`config.mk`:
```
export PLATFORM = sky130hd
export DESIGN_NAME = dram_ptest
export DESIGN_NICKNAME = d
export VERILOG_FILES = /design/src/rtl/dram_ptest_pkg.sv /design/src/rtl/dram_ptest_strobe.sv /design/src/rtl/dram_ptest_cells.sv /design/src/rtl/dram_ptest_timer.sv /design/src/rtl/dram_ptest.sv
export SDC_FILE = /design/constraint.sdc
export NUM_CORES = 1
export LEC_CHECK = 0
export BUFFER_PORTS_ARGS = -buffer_cell sky130_fd_sc_hd__clkbuf_2
export CAP_MARGIN = 20
export CORE_UTILIZATION = 60
export DETAILED_ROUTE_END_ITERATION = 8
export GPL_TIMING_DRIVEN = 0
export PLACE_DENSITY = 0.75
export SLEW_MARGIN = 20
export SYNTH_ARGS = -nofsm -noshare
export SYNTH_HDL_FRONTEND = slang
export SYNTH_SLANG_ARGS = --single-unit
export TNS_END_PERCENT = 20
```
`constraint.sdc`:
```
create_clock -name clk -period 3.5 [get_ports clk]
set_input_delay 0.175 -clock clk [delete_from_list [all_inputs] [get_ports clk]]
set_output_delay 0.175 -clock clk [all_outputs]
set_load 0.05 [all_outputs]
```
`src/rtl/dram_ptest_pkg.sv`:
```
package dram_ptest_pkg;
   typedef enum logic [1:0] {
      PH_IDLE  = 2'd0,
      PH_ROW   = 2'd1,
      PH_REFR  = 2'd2,
      PH_ENTRY = 2'd3
   } phase_t;
endpackage

```
`src/rtl/dram_ptest_strobe.sv`:
```
module dram_ptest_strobe
   import dram_ptest_pkg::*;
#(
   parameter int WE_SETUP = 3,
   parameter int WE_HOLD  = 3
) (
   input  logic clk,
   input  logic rst_n,
   input  logic ras_n,
   input  logic cas_n,
   input  logic we_n,
   output logic row_go,
   output logic col_go,
   output logic test_mode
);
   localparam int SW = $clog2(WE_SETUP + 1) < 1 ? 1 : $clog2(WE_SETUP + 1);
   localparam int HW = $clog2(WE_HOLD + 1) < 1 ? 1 : $clog2(WE_HOLD + 1);

   if (WE_HOLD < 1) begin : g_bad_hold
      $error("WE_HOLD must be at least 1");
   end
   if (WE_SETUP < 0) begin : g_bad_setup
      $error("WE_SETUP must not be negative");
   end

   logic          ras_q, cas_q, cas_seen, test_q;
   logic [SW-1:0] setup_cnt;
   logic [HW-1:0] hold_cnt;
   phase_t        phase;
   logic          ras_fall, ras_rise, cas_fall;

   assign ras_fall  = ras_q & ~ras_n;
   assign ras_rise  = ~ras_q & ras_n;
   assign cas_fall  = cas_q & ~cas_n;
   assign row_go    = ras_fall & cas_n;
   assign col_go    = (phase == PH_ROW) & cas_fall & ~ras_n;
   assign test_mode = test_q;

   always_ff @(posedge clk or negedge rst_n) begin
      if (!rst_n) begin
         ras_q     <= 1'b1;
         cas_q     <= 1'b1;
         cas_seen  <= 1'b0;
         test_q    <= 1'b0;
         setup_cnt <= '0;
         hold_cnt  <= '0;
         phase     <= PH_IDLE;
      end else begin
         ras_q <= ras_n;
         cas_q <= cas_n;
         if (!we_n && !cas_n) begin
            if (setup_cnt != SW'(WE_SETUP))
               setup_cnt <= setup_cnt + 1'b1;
         end else begin
            setup_cnt <= '0;
         end

         if (ras_fall) begin
            if (!cas_n) begin
               if (!we_n && (setup_cnt >= SW'(WE_SETUP))) begin
                  phase    <= PH_ENTRY;
                  hold_cnt <= '0;
               end else begin
                  phase  <= PH_REFR;
                  test_q <= 1'b0;
               end
            end else begin
               phase    <= PH_ROW;
               cas_seen <= 1'b0;
            end
         end else if (ras_rise) begin
            if ((phase == PH_ROW && !cas_seen) || phase == PH_ENTRY)
               test_q <= 1'b0;
            phase <= PH_IDLE;
         end else if (phase == PH_ENTRY) begin
            if (we_n) begin
               test_q <= 1'b0;
               phase  <= PH_REFR;
            end else if (hold_cnt == HW'(WE_HOLD - 1)) begin
               test_q <= 1'b1;
               phase  <= PH_REFR;
            end else begin
               hold_cnt <= hold_cnt + 1'b1;
            end
         end else if (phase == PH_ROW && cas_fall) begin
            cas_seen <= 1'b1;
         end
      end
   end

   // the flag is only raised by an edge that saw write enable and row strobe low
   assert_entry_strobes_R3: assert property (@(posedge clk) disable iff (!rst_n)
      $rose(test_q) |-> $past(!we_n && !ras_n));

   // a write with the row strobe low never drops the flag
   assert_keep_in_write_R6: assert property (@(posedge clk) disable iff (!rst_n)
      $fell(test_q) |-> $past(ras_n || we_n || !cas_n));
endmodule

```
`src/rtl/dram_ptest_cells.sv`:
```
module dram_ptest_cells #(
   parameter int DQ_W     = 8,
   parameter int ROW_BITS = 2,
   parameter int COL_BITS = 4,
   parameter int AW       = 4
) (
   input  logic            clk,
   input  logic            rst_n,
   input  logic            row_go,
   input  logic            col_go,
   input  logic            we_n,
   input  logic            test_mode,
   input  logic [AW-1:0]   addr,
   input  logic [DQ_W-1:0] dq_in,
   output logic [DQ_W-1:0] rd_word
);
   localparam int WORDS = 1 << (ROW_BITS + COL_BITS);
   localparam int PB    = COL_BITS - 1;
   localparam int IW    = ROW_BITS + COL_BITS;

   logic [DQ_W-1:0]     mem [WORDS];
   logic [ROW_BITS-1:0] row_q;
   logic [COL_BITS-1:0] col_q;
   logic [DQ_W-1:0]     lo_w, hi_w, norm_w, eq_w;
   logic [IW-1:0]       wr_lo, wr_hi, wr_one;

   always_ff @(posedge clk or negedge rst_n) begin
      if (!rst_n) begin
         row_q <= '0;
         col_q <= '0;
      end else begin
         if (row_go) row_q <= addr[ROW_BITS-1:0];
         if (col_go) col_q <= addr[COL_BITS-1:0];
      end
   end

   assign wr_lo  = {row_q, 1'b0, addr[PB-1:0]};
   assign wr_hi  = {row_q, 1'b1, addr[PB-1:0]};
   assign wr_one = {row_q, addr[COL_BITS-1:0]};

   always_ff @(posedge clk) begin
      if (col_go && !we_n) begin
         if (test_mode) begin
            mem[wr_lo] <= dq_in;
            mem[wr_hi] <= dq_in;
         end else begin
            mem[wr_one] <= dq_in;
         end
      end
   end

   assign lo_w   = mem[{row_q, 1'b0, col_q[PB-1:0]}];
   assign hi_w   = mem[{row_q, 1'b1, col_q[PB-1:0]}];
   assign norm_w = mem[{row_q, col_q}];

   for (genvar i = 0; i < DQ_W; i++) begin : g_cmp
      assign eq_w[i] = ~(lo_w[i] ^ hi_w[i]);
   end

   assign rd_word = test_mode ? eq_w : norm_w;

   // a test-mode write leaves both words of the pair holding the written value
   assert_pair_write_R7: assert property (@(posedge clk) disable iff (!rst_n)
      (col_go && !we_n && test_mode) |=> (lo_w == $past(dq_in) && hi_w == $past(dq_in)));
endmodule

```
`src/rtl/dram_ptest_timer.sv`:
```
module dram_ptest_timer #(
   parameter int DQ_W       = 8,
   parameter int READ_LAT   = 2,
   parameter int TEST_EXTRA = 2
) (
   input  logic            clk,
   input  logic            rst_n,
   input  logic            col_go,
   input  logic            we_n,
   input  logic            cas_n,
   input  logic            test_mode,
   input  logic [DQ_W-1:0] rd_word,
   output logic            dq_oe,
   output logic [DQ_W-1:0] dq_out
);
   localparam int MAXL = READ_LAT + TEST_EXTRA;
   localparam int CW   = $clog2(MAXL + 1);

   logic [CW-1:0] cnt;

   always_ff @(posedge clk or negedge rst_n) begin
      if (!rst_n) begin
         cnt    <= '0;
         dq_oe  <= 1'b0;
         dq_out <= '0;
      end else if (col_go) begin
         cnt   <= we_n ? (test_mode ? CW'(MAXL) : CW'(READ_LAT)) : '0;
         dq_oe <= 1'b0;
      end else if (cas_n) begin
         cnt   <= '0;
         dq_oe <= 1'b0;
      end else if (cnt == CW'(1)) begin
         cnt    <= '0;
         dq_oe  <= 1'b1;
         dq_out <= rd_word;
      end else if (cnt != '0) begin
         cnt <= cnt - 1'b1;
      end
   end

   // output enable only follows a sampled-low column strobe
   assert_oe_cas_R12: assert property (@(posedge clk) disable iff (!rst_n)
      dq_oe |-> $past(!cas_n));

   // read data holds while the output stays enabled
   assert_out_hold_R8: assert property (@(posedge clk) disable iff (!rst_n)
      (dq_oe && $past(dq_oe)) |-> $stable(dq_out));
endmodule

```
`src/rtl/dram_ptest.sv`:
```
module dram_ptest #(
   parameter int DQ_W       = 8,
   parameter int ROW_BITS   = 2,
   parameter int COL_BITS   = 4,
   parameter int AW         = (ROW_BITS > COL_BITS) ? ROW_BITS : COL_BITS,
   parameter int READ_LAT   = 2,
   parameter int TEST_EXTRA = 2,
   parameter int WE_SETUP   = 3,
   parameter int WE_HOLD    = 3
) (
   input  logic            clk,
   input  logic            rst_n,
   input  logic            ras_n,
   input  logic            cas_n,
   input  logic            we_n,
   input  logic [AW-1:0]   addr,
   input  logic [DQ_W-1:0] dq_in,
   output logic [DQ_W-1:0] dq_out,
   output logic            dq_oe,
   output logic            test_mode
);
   if (AW < ROW_BITS || AW < COL_BITS) begin : g_bad_aw
      $error("AW must cover both row and column bits");
   end
   if (COL_BITS < 2 || ROW_BITS < 1) begin : g_bad_geom
      $error("need COL_BITS >= 2 and ROW_BITS >= 1");
   end
   if (READ_LAT < 1 || TEST_EXTRA < 0) begin : g_bad_lat
      $error("READ_LAT must be at least 1 and TEST_EXTRA non-negative");
   end

   logic            row_go, col_go;
   logic [DQ_W-1:0] rd_word;

   dram_ptest_strobe #(.WE_SETUP(WE_SETUP), .WE_HOLD(WE_HOLD)) u_strobe (
      .clk(clk), .rst_n(rst_n), .ras_n(ras_n), .cas_n(cas_n), .we_n(we_n),
      .row_go(row_go), .col_go(col_go), .test_mode(test_mode)
   );

   dram_ptest_cells #(.DQ_W(DQ_W), .ROW_BITS(ROW_BITS), .COL_BITS(COL_BITS), .AW(AW)) u_cells (
      .clk(clk), .rst_n(rst_n), .row_go(row_go), .col_go(col_go), .we_n(we_n),
      .test_mode(test_mode), .addr(addr), .dq_in(dq_in), .rd_word(rd_word)
   );

   dram_ptest_timer #(.DQ_W(DQ_W), .READ_LAT(READ_LAT), .TEST_EXTRA(TEST_EXTRA)) u_timer (
      .clk(clk), .rst_n(rst_n), .col_go(col_go), .we_n(we_n), .cas_n(cas_n),
      .test_mode(test_mode), .rd_word(rd_word), .dq_oe(dq_oe), .dq_out(dq_out)
   );
endmodule

```
==> results of run 1 <==
==> cells by family (layout without fill, tap and decap cells) <==
kind of cell               Yosys count  in the layout  share of synthesized area [%]
adders and majority gates            7              7                          0.403
and+or+nand+nor                    221            221                           5.49
xor gates and xnor gates             1              1                         0.0403
buffers and inverters               83            209                           2.75
AOI/OAI and AO/OA                  160            160                           4.97
DFF                                540            540                           74.0
muxes                              266            266                           12.3
==> flip-flops by register name, indices dropped and copies added (netlist names) <==
register	cells
u_strobe.setup_cnt	2
u_strobe.hold_cnt	2
u_cells.mem	512
u_cells.row_q	2
u_strobe.cas_seen	1
u_strobe.phase	2
u_strobe.ras_q	1
u_timer.dq_out	8
u_timer.dq_oe	1
u_strobe.cas_q	1
u_timer.cnt	3
u_strobe.test_mode	1
u_cells.col_q	4
==> cell type report <==
cell class                      instances  area, sq um
Multi-Input combinational cell        655         5060
Fill cell                            2322        11300
Inverter                               12         45.0
Buffer                                 71          553
Sequential cell                       540        16100
Tap cell                              461          577
Clock inverter                         36          398
Clock buffer                           61         1360
Timing Repair Buffer                   29          185
==> metrics by stage <==
stage,total power [mW],worst slack (ns)
2_1_floorplan,9.45,1.13
3_3_place_gp,10.4,0.187
3_5_place_dp,10.5,0.0985
4_1_cts,16.2,0.0339
5_1_grt,16.6,0.0143
6_report,16.2,0.0721
==> power by group <==
group | leakage, nW | switching, mW | internal [mW] | total, mW
Clock | 0.852 | 2.37 | 3.43 | 5.80
Combinational | 2.11 | 2.05 | 1.10 | 3.14
Sequential | 4.93 | 0.0888 | 7.18 | 7.27
==> layout by cell type (no fill, tap or decap), drive strengths merged, types with 2 or more instances in the layout <==
cell / synthesis / final
nand4b: 6 / 6
or3: 10 / 10
dfrtp: 26 / 26
mux2: 6 / 6
buf: 57 / 57
inv: 11 / 13
dlygate4sd3: 0 / 4
or4: 2 / 2
nand2: 38 / 38
a31oi: 2 / 2
nand4: 2 / 2
or4b: 4 / 4
nor3: 7 / 7
o211ai: 8 / 8
a41oi: 8 / 8
dfstp: 2 / 2
nor2: 85 / 85
nor2b: 4 / 4
nor4: 34 / 34
nand3b: 5 / 5
o21ai: 4 / 4
clkbuf: 14 / 100
ha: 7 / 7
bufinv: 0 / 9
o22ai: 130 / 130
nand4bb: 6 / 6
edfxtp: 512 / 512
mux2i: 260 / 260
clkinv: 1 / 24
a21oi: 4 / 4
nand3: 14 / 14
clkinvlp: 0 / 2
==> worst reg2reg max path: stages, from the launching register on <==
cell and delay (ns):
dfrtp_1 0.34, buf_2 0.20, buf_6 0.17, buf_2 0.49, mux2i_1 0.29, o22ai_1 0.15, nor4_1 0.92, nand2_1 0.20
or3_1 0.37, a41oi_2 0.19
==> final timing paths <==
| path | endpoint | slack (ns) | cells after the start |
|---|---|---|---|
| worst min-delay path | u_strobe.setup_cnt[0]$_DFFE_PN0P_ | 0.09 | 2 |
| worst max-delay path | u_timer.dq_out[5]$_DFFE_PN0P_ | 0.07 | 9 |
| max in group asynchronous | u_timer.dq_oe$_DFFE_PN0P_ | 2.80 | 2 |
| worst max register to register | u_timer.dq_out[5]$_DFFE_PN0P_ | 0.07 | 9 |
| min in group asynchronous | u_cells.col_q[1]$_DFFE_PN0N_ | 0.20 | 2 |
| worst min register to register | u_strobe.hold_cnt[0]$_DFFE_PN0P_ | 0.53 | 2 |
==> repair_timing <==
action                     4_1_cts  5_1_grt
hold buffers                     4        0
setup endpoints to repair        0       16
gates resized for setup          0        2
hold endpoints to repair        29        0
==> layer usage <==
metal | vias to the layer above | global-route usage, % | routed length, um
met1 | 6216 | 41.6 | 21600
li1 | 5263 | - | -
met4 | 0 | 11.5 | 2160
met3 | 141 | 5.81 | 5340
met2 | 742 | 47.4 | 25400
met5 | - | 0 | 0
==> results.py, run 1 <==
metrics = {
    "outcome": {
        "status": "finished clean",
    },
    "finish": {
        "fin_cells": 1865,
        "final_area_sq_um": 24300,
        "fin_util_pct": 68.2,
        "final_nets": 1385,
        "drive_above_1_share_pct": 13.6,
        "n_antenna_cell": 0,
        "syn_to_final_growth_pct": 11.7,
    },
    "timing": {
        "maxSlewViolCount": 0,
        "worst_pin_slew_ns": 1.19,
        "setup_viol": 0,
        "relSlewSlack_pct": 20.1,
        "clock_skew_ns": 0.0186,
        "rsz0062_at_grt": "no",
        "hold_viol_final": 0,
        "post-route-period-util_pct": 97.9,
        "tns_ns": 0,
        "whs_ns": 0.0888,
        "period_needed_ns": 3.43,
        "clock.fmax_ghz": 0.292,
    },
    "routing": {
        "wl_per_cell_um": 29.2,
        "drt_wl_total_um": 54500,
        "drtIter0Drc": 1571,
        "drc_errors": 0,
        "vias_per_cell": 6.63,
        "num_vias": 12400,
        "ant_nets": 0,
        "dr.pass1.iters": 6,
    },
    "worst_setup_path": {
        "cp.arrival_ns": 3.91,
        "cpMostUsedCell": "buf_2",
        "critical_path_class": "flop to flop",
        "cp_data_required_time_ns": 3.98,
        "start_kind": "flop",
        "endpoint_kind": "flop",
        "cp_top_family": "simple AND/OR/NAND/NOR gates",
        "max_stage_delay_ns": 0.92,
        "crit_chain": "buf_2, buf_6, buf_2, mux2i_1, o22ai_1, nor4_1, nand2_1, or3_1, a41oi_2",
        "crit_fanout": 10,
        "r2r-start": "u_cells.col_q[1]$_DFFE_PN0N_",
        "critPathBufInv": 3,
        "startpoint": "u_cells.col_q[1]$_DFFE_PN0N_",
        "cp_slowest_cell": "nor4_1",
    },
    "synthesis": {
        "yosysMostFrequentCell": "edfxtp_1",
        "avgSynthCellArea_sq_um": 17.0,
        "yosys-top-cells-count": "512 x edfxtp_1, 260 x mux2i_1, 130 x o22ai_1, 85 x nor2_1, 38 x nand2_1",
        "yosysWarnings": 0,
        "netlist_instances": 1278,
        "synthesis.nets": 1302,
        "synth_edf_count": 512,
        "synth.distinct_cells": 48,
        "synth_area_leaders": "edfxtp_1 71%, mux2i_1 12%, o22ai_1 3.7%, dfrtp_1 3.0%, nor2_1 1.5%",
        "synthesis.area_sq_um": 21700,
        "async_flop_share_pct": 5.19,
        "ys_seq_elements": 540,
        "ys.flop_type": "edfxtp_1",
        "synth.top_cell.area_share_pct": 70.8,
        "yosysTopAreaCell": "edfxtp_1",
        "synth.yosys.seq_area_share_pct": 74.0,
    },
    "clock_tree": {
        "cts_sinks": 540,
        "htreeDepth": 2,
        "post_cts_buffers": 0,
        "clk_latency_ns": 0.58,
        "path_clk_slew_ns": 0.07,
        "cts-root-buf": "clkbuf_16",
        "cts_tree": "yes",
        "cts_buffer_depth": 3,
        "cts_buffers": 52,
    },
    "grt": {
        "grt_pass1_vias": 11900,
        "grt_pass1_wl_um": 77700,
        "grt_util_all_layers_pct": 30.0,
        "grt_max_degree": 65,
        "grt_overflow": 0,
        "antenna_found_initial": 0,
    },
    "power": {
        "power_leakage_nw": 7.90,
        "powerDensity_nw_per_um2": 668,
        "ir_drop_mv": 0.863,
    },
    "floorplan": {
        "fp.dieH_um": 192,
        "io_pins": 27,
        "num_rows": 69,
        "fp.dieArea_sq_um": 37000,
        "die_x_um": 192,
        "coreArea_sq_um": 35600,
        "initial_core_util_pct": 61.0,
    },
    "placement": {
        "dpl.cell_count": 1764,
        "portBuffers": 25,
        "globalplace.congestion": 0.921,
        "dpl_cell_area_sq_um": 22400,
        "dpl.hpwl_um": 35500,
    },
    "hold_path": {
        "min_from": "we_n",
        "hold_class": "input pin to flop",
    },
    "job": {
        "drv_cap": 0,
    },
}
(Power assumes the default switching activity.)
==> run 2, diff against run 1 <==
- CTS_CLUSTER_DIAMETER: default -> 80
- MAX_ROUTING_LAYER: default -> met4
==> run 2 against run 1 <==
  * Clock skew shrank 0.0046 ns
  * Setup slack lost 0.039 ns
  * Clock power shrank 1%
  * Total power shrank 0.33%
==> results.py, run 2 (synthesized netlist as in run 1, its figures left out) <==
metrics = {
    "timing": {
        "maxSlewViolCount": 0,
        "whs_ns": 0.124,
        "hold_viol_final": 0,
        "setup_viol": 0,
        "rsz0062_at_grt": "no",
        "worst_pin_slew_ns": 1.25,
        "clock.fmax_ghz": 0.288,
        "post-route-period-util_pct": 99.1,
        "fin_ws_ns": 0.0330,
        "tns_ns": 0,
        "relSlewSlack_pct": 16.0,
        "clock_skew_ns": 0.0140,
        "period_needed_ns": 3.47,
    },
    "floorplan": {
        "die_x_um": 192,
        "fp.dieH_um": 192,
        "initial_core_util_pct": 61.0,
        "coreArea_sq_um": 35600,
        "fp.dieArea_sq_um": 37000,
        "num_rows": 69,
        "io_pins": 27,
    },
    "routing": {
        "dr.pass1.iters": 6,
        "ant_nets": 0,
        "drtIter0Drc": 1604,
        "wl_per_cell_um": 29.3,
        "drt_wl_total_um": 54600,
        "vias_per_cell": 6.68,
        "num_vias": 12500,
        "drc_errors": 0,
    },
    "hold_path": {
        "hold_class": "input pin to flop",
    },
    "worst_setup_path": {
        "max_stage_delay_ns": 1.02,
        "crit_chain": "buf_6, buf_6, nand4b_2, buf_2, o22ai_1, nor4_1, nand2_1, or3_1, a41oi_2",
        "cp_data_required_time_ns": 3.99,
        "cp_slowest_cell": "nor4_1",
        "start_kind": "flop",
        "cp.arrival_ns": 3.96,
        "critical_path_class": "flop to flop",
        "crit_fanout": 10,
        "endpoint_kind": "flop",
        "cpMostUsedCell": "buf_6",
    },
    "finish": {
        "final_nets": 1385,
        "top_register": "u_cells.mem",
        "syn_to_final_growth_pct": 11.7,
        "largest_reg_flops": 512,
        "fillCellCount": 2303,
        "regArea_sq_um": 16100,
        "drive_above_1_share_pct": 14.1,
        "final_common_cell": "edfxtp_1",
        "fin_util_pct": 68.2,
        "final_cell_mix": "512 x edfxtp_1, 260 x mux2i_1, 130 x o22ai_1",
        "multi_input_area_sq_um": 5060,
        "top_regs": "u_cells.mem x512, u_timer.dq_out x8, u_cells.col_q x4",
    },
    "placement": {
        "dpl.hpwl_um": 35600,
        "dp_slack_ns": 0.105,
        "portBuffers": 25,
        "globalplace.congestion": 0.939,
    },
    "grt": {
        "grt_util_all_layers_pct": 31.2,
        "antenna_found_initial": 2,
        "grt_pass1_wl_um": 78500,
        "grt_pass1_vias": 12000,
        "grt_max_degree": 65,
        "grt_overflow": 0,
    },
    "power": {
        "ir_drop_mv": 0.578,
        "power_leakage_nw": 7.90,
        "total_power_mw": 16.2,
        "powerDensity_nw_per_um2": 666,
    },
    "outcome": {
        "status": "finished clean",
    },
    "clock_tree": {
        "cts-root-buf": "clkbuf_16",
        "cts_buffers": 52,
        "post_cts_buffers": 0,
        "cts_buffer_depth": 3,
        "clk_latency_ns": 0.57,
        "cts_tree": "yes",
        "cts_sinks": 540,
        "htreeDepth": 2,
        "path_clk_slew_ns": 0.07,
    },
    "job": {
        "drv_cap": 0,
    },
}
## run 2: per-stage QoR
step / std cells / instance area (sq um)
CTS: 1864 / 24200
global placement: 1764 / 22400
floorplan: 1278 / 21700
finish: 1866 / 24300
global route: 1866 / 24300
detailed placement: 1764 / 22400
## run 2: layout make-up
class | instances | share of cell area [%]
Buffer | 71 | 2.28
Inverter | 12 | 0.186
Antenna cell | 2 | 0.0206
Multi-Input combinational cell | 655 | 20.9
Clock buffer | 55 | 5.50
Timing Repair Buffer | 29 | 0.764
Clock inverter | 41 | 1.70
Tap cell | 461 | 2.38
Sequential cell | 540 | 66.3
## run 2: repair_timing
item	in CTS	in global routing
endpoints found under the setup margin	0	37
gates resized for setup	0	2
hold buffers	4	0
endpoints found under the hold margin	29	0
## run 2: power by group
part | internal (mW) | switching [mW]
registers | 7.18 | 0.0936
logic | 1.09 | 2.05
clock network | 3.35 | 2.38
## run 2: layer usage
metal	vias up	track usage [%]	share of wire, %
met4	0	13.2	4.5
met2	764	47.2	47
met5	-	-	0
met1	6276	42.2	39
li1	5275	-	-
met3	142	5.13	9.7
## run 2: critical path, delay by kind of cell, from the launching register on
kind / cells / cell delay (ns)
AOI/OAI and AO/OA: 2 / 0.38
buffers and inverters: 3 / 0.70
DFF: 1 / 0.45
and+or+nand+nor: 4 / 1.84
## run 2: path summary, 6_finish.rpt
path | from | end | slack [ns] | depth (start not counted)
min reg2reg | u_strobe.hold_cnt[0]$_DFFE_PN0P_ | u_strobe.hold_cnt[0]$_DFFE_PN0P_ | 0.52 | 2
max reg2reg | u_cells.row_q[1]$_DFFE_PN0P_ | u_timer.dq_out[5]$_DFFE_PN0P_ | 0.03 | 9
min | we_n | u_strobe.setup_cnt[0]$_DFFE_PN0P_ | 0.12 | 2
max in group asynchronous | rst_n | u_cells.col_q[2]$_DFFE_PN0N_ | 2.76 | 2
min in group asynchronous | rst_n | u_timer.cnt[2]$_DFFE_PN0P_ | 0.23 | 2
max | u_cells.row_q[1]$_DFFE_PN0P_ | u_timer.dq_out[5]$_DFFE_PN0P_ | 0.03 | 9
==> run 3, diff against run 2 <==
- REMOVE_ABC_BUFFERS: default -> 1
- SKIP_LAST_GASP: default -> 1
==> run 3 against run 2 <==
  * Worst hold slack worse by 0.016 ns
  * Critical path depth is 3 lower
  * Sequential share of layout area is 1.3 points higher
  * Sequential power is 1% higher
  * Setup slack better by 0.0035 ns
  * Combinational power is 13% lower
  * Clock power is 9.2% lower
  * Via count is 6.6% lower
  * Routed wire length is 15% lower
  * Utilization is 1.3 points lower
  * Cell area is 1.9% lower
  * Non-clock buffer count is 58 lower
==> results.py, run 3 (synthesized netlist as in run 1, its figures left out) <==
metrics = {
    "outcome": {
        "status": "finished clean",
    },
    "timing": {
        "worst_pin_slew_ns": 1.15,
        "fin_ws_ns": 0.0365,
        "relSlewSlack_pct": 22.9,
        "hold_viol_final": 0,
        "rsz0062_at_grt": "yes",
        "clock.fmax_ghz": 0.289,
        "period_needed_ns": 3.46,
        "setup_viol": 0,
        "post-route-period-util_pct": 99.0,
        "clock_skew_ns": 0.0120,
        "maxSlewViolCount": 0,
    },
    "power": {
        "power_leakage_nw": 7.59,
        "powerDensity_nw_per_um2": 643,
        "ir_drop_mv": 0.424,
    },
    "finish": {
        "fin_util_pct": 66.9,
        "final_area_sq_um": 23800,
        "multi_input_area_sq_um": 5120,
        "final_common_cell": "edfxtp_1",
        "n_antenna_cell": 0,
        "final_nets": 1325,
        "drive_above_1_share_pct": 10.5,
        "top_regs": "u_cells.mem x512, u_timer.dq_out x8, u_cells.col_q x4",
        "final_cell_mix": "512 x edfxtp_1, 260 x mux2i_1, 130 x o22ai_1",
        "top_register": "u_cells.mem",
        "syn_to_final_growth_pct": 9.52,
        "regArea_sq_um": 16100,
        "largest_reg_flops": 512,
        "fillCellCount": 2336,
    },
    "routing": {
        "ant_nets": 0,
        "dr.pass1.iters": 5,
        "drtIter0Drc": 1158,
        "num_vias": 11600,
        "wl_per_cell_um": 25.9,
        "drt_wl_total_um": 46600,
        "vias_per_cell": 6.47,
        "drc_errors": 0,
    },
    "worst_setup_path": {
        "crit_fanout": 17,
        "critical_path_class": "flop to flop",
        "r2r-start": "u_cells.col_q[0]$_DFFE_PN0N_",
        "cp_data_required_time_ns": 3.98,
        "cp.arrival_ns": 3.94,
        "startpoint": "u_cells.col_q[0]$_DFFE_PN0N_",
        "start_kind": "flop",
        "r2r.worst_path.cells": 6,
        "timing.rr.end": "u_timer.dq_out[2]$_DFFE_PN0P_",
        "endpoint": "u_timer.dq_out[2]$_DFFE_PN0P_",
        "r2r_slack_ns": 0.04,
        "endpoint_kind": "flop",
    },
    "hold_path": {
        "hold_class": "input pin to flop",
    },
    "clock_tree": {
        "cts_sinks": 540,
        "cts_buffer_depth": 3,
        "path_clk_slew_ns": 0.06,
        "cts_tree": "yes",
        "htreeDepth": 2,
        "cts-root-buf": "clkbuf_16",
        "clk_latency_ns": 0.56,
        "cts_buffers": 50,
    },
    "grt": {
        "grt_util_all_layers_pct": 26.3,
        "grt_overflow": 0,
        "grt_pass1_vias": 11300,
        "grt_pass1_wl_um": 68300,
        "antenna_found_initial": 0,
        "grt_max_degree": 65,
    },
    "floorplan": {
        "initial_core_util_pct": 61.0,
        "io_pins": 27,
        "die_x_um": 192,
        "num_rows": 69,
        "fp.dieH_um": 192,
        "coreArea_sq_um": 35600,
        "fp.dieArea_sq_um": 37000,
    },
    "job": {
        "drv_cap": 0,
    },
    "placement": {
        "dpl.hpwl_um": 28300,
        "globalplace.congestion": 0.854,
        "dpl_cell_area_sq_um": 22100,
        "dp_slack_ns": -0.275,
        "portBuffers": 26,
    },
}
-- run 3: changes by cell type in the layout (fill, tap and decap cells not counted), moves of 6 or more --
cell / delta
clkinvlp_4: -6
buf_4: -18
nor4_1: -7
nor4_2: +8
buf_2: -11
clkinv_2: -8
buf_6: -22
-- run 3: cell type report --
cell class	instances	area share [%]
Clock buffer	68	5.86
Inverter	12	0.189
Tap cell	461	2.43
Timing Repair Buffer	42	1.69
Clock inverter	21	0.689
Sequential cell	540	67.6
Multi-Input combinational cell	655	21.5
-- run 3: power by group --
part,leakage [nW],internal (mW),switching (mW)
Clock,0.759,2.99,2.22
Combinational,1.90,1.02,1.69
Sequential,4.93,7.18,0.190
-- run 3: per-layer routing --
metal	global-route usage, %	wire length (um)	vias to the layer above
met5	-	0	-
met4	10.3	1630	0
met3	5.01	3680	106
met2	39.9	21800	500
met1	35.5	19500	5889
li1	-	-	5144
-- run 3: worst max-delay path: stages (launching register included) --
cell	delay, ns
dfrtp_1	0.74
or4b_1	0.81
o22ai_1	0.16
nor4_1	0.95
nand2_1	0.17
or3_1	0.37
a41oi_2	0.19
-- run 3: what timing repair did --
| item | 4_1_cts | 5_1_grt |
|---|---|---|
| setup buffers | 0 | 1 |
| hold endpoints to repair | 32 | 0 |
| gates resized for setup | 4 | 8 |
| hold buffers | 5 | 0 |
| pin swaps | 0 | 0 |
| endpoints found under the setup margin | 6 | 8 |
-- run 3: worst min path at each step --
stage | cells after the start | startpoint | endpoint | slack (ns)
after floorplan | 0 | rst_n | u_cells.col_q[0]$_DFFE_PN0N_ | -0.12
after global placement | 1 | rst_n | u_strobe.phase[1]$_DFFE_PN0P_ | 0.28
after detailed placement | 1 | rst_n | u_strobe.phase[1]$_DFFE_PN0P_ | 0.30
after CTS | 2 | addr[2] | u_cells.col_q[2]$_DFFE_PN0N_ | 0.07
after global routing | 2 | addr[2] | u_cells.col_q[2]$_DFFE_PN0N_ | 0.1
final | 2 | addr[2] | u_cells.col_q[2]$_DFFE_PN0N_ | 0.11
-- run 3: per-stage QoR --
stage	power (mW)	std cells	TNS (ns)	hold slack [ns]
detailed placement	10.1	1704	-0.898	0.300
finish	15.3	1799	0	0.108
floorplan	9.66	1207	-52.96	-0.121
CTS	15.3	1798	-0.687	0.0704
global route	15.7	1799	-0.0317	0.0980
global placement	10.1	1694	-81.70	0.283
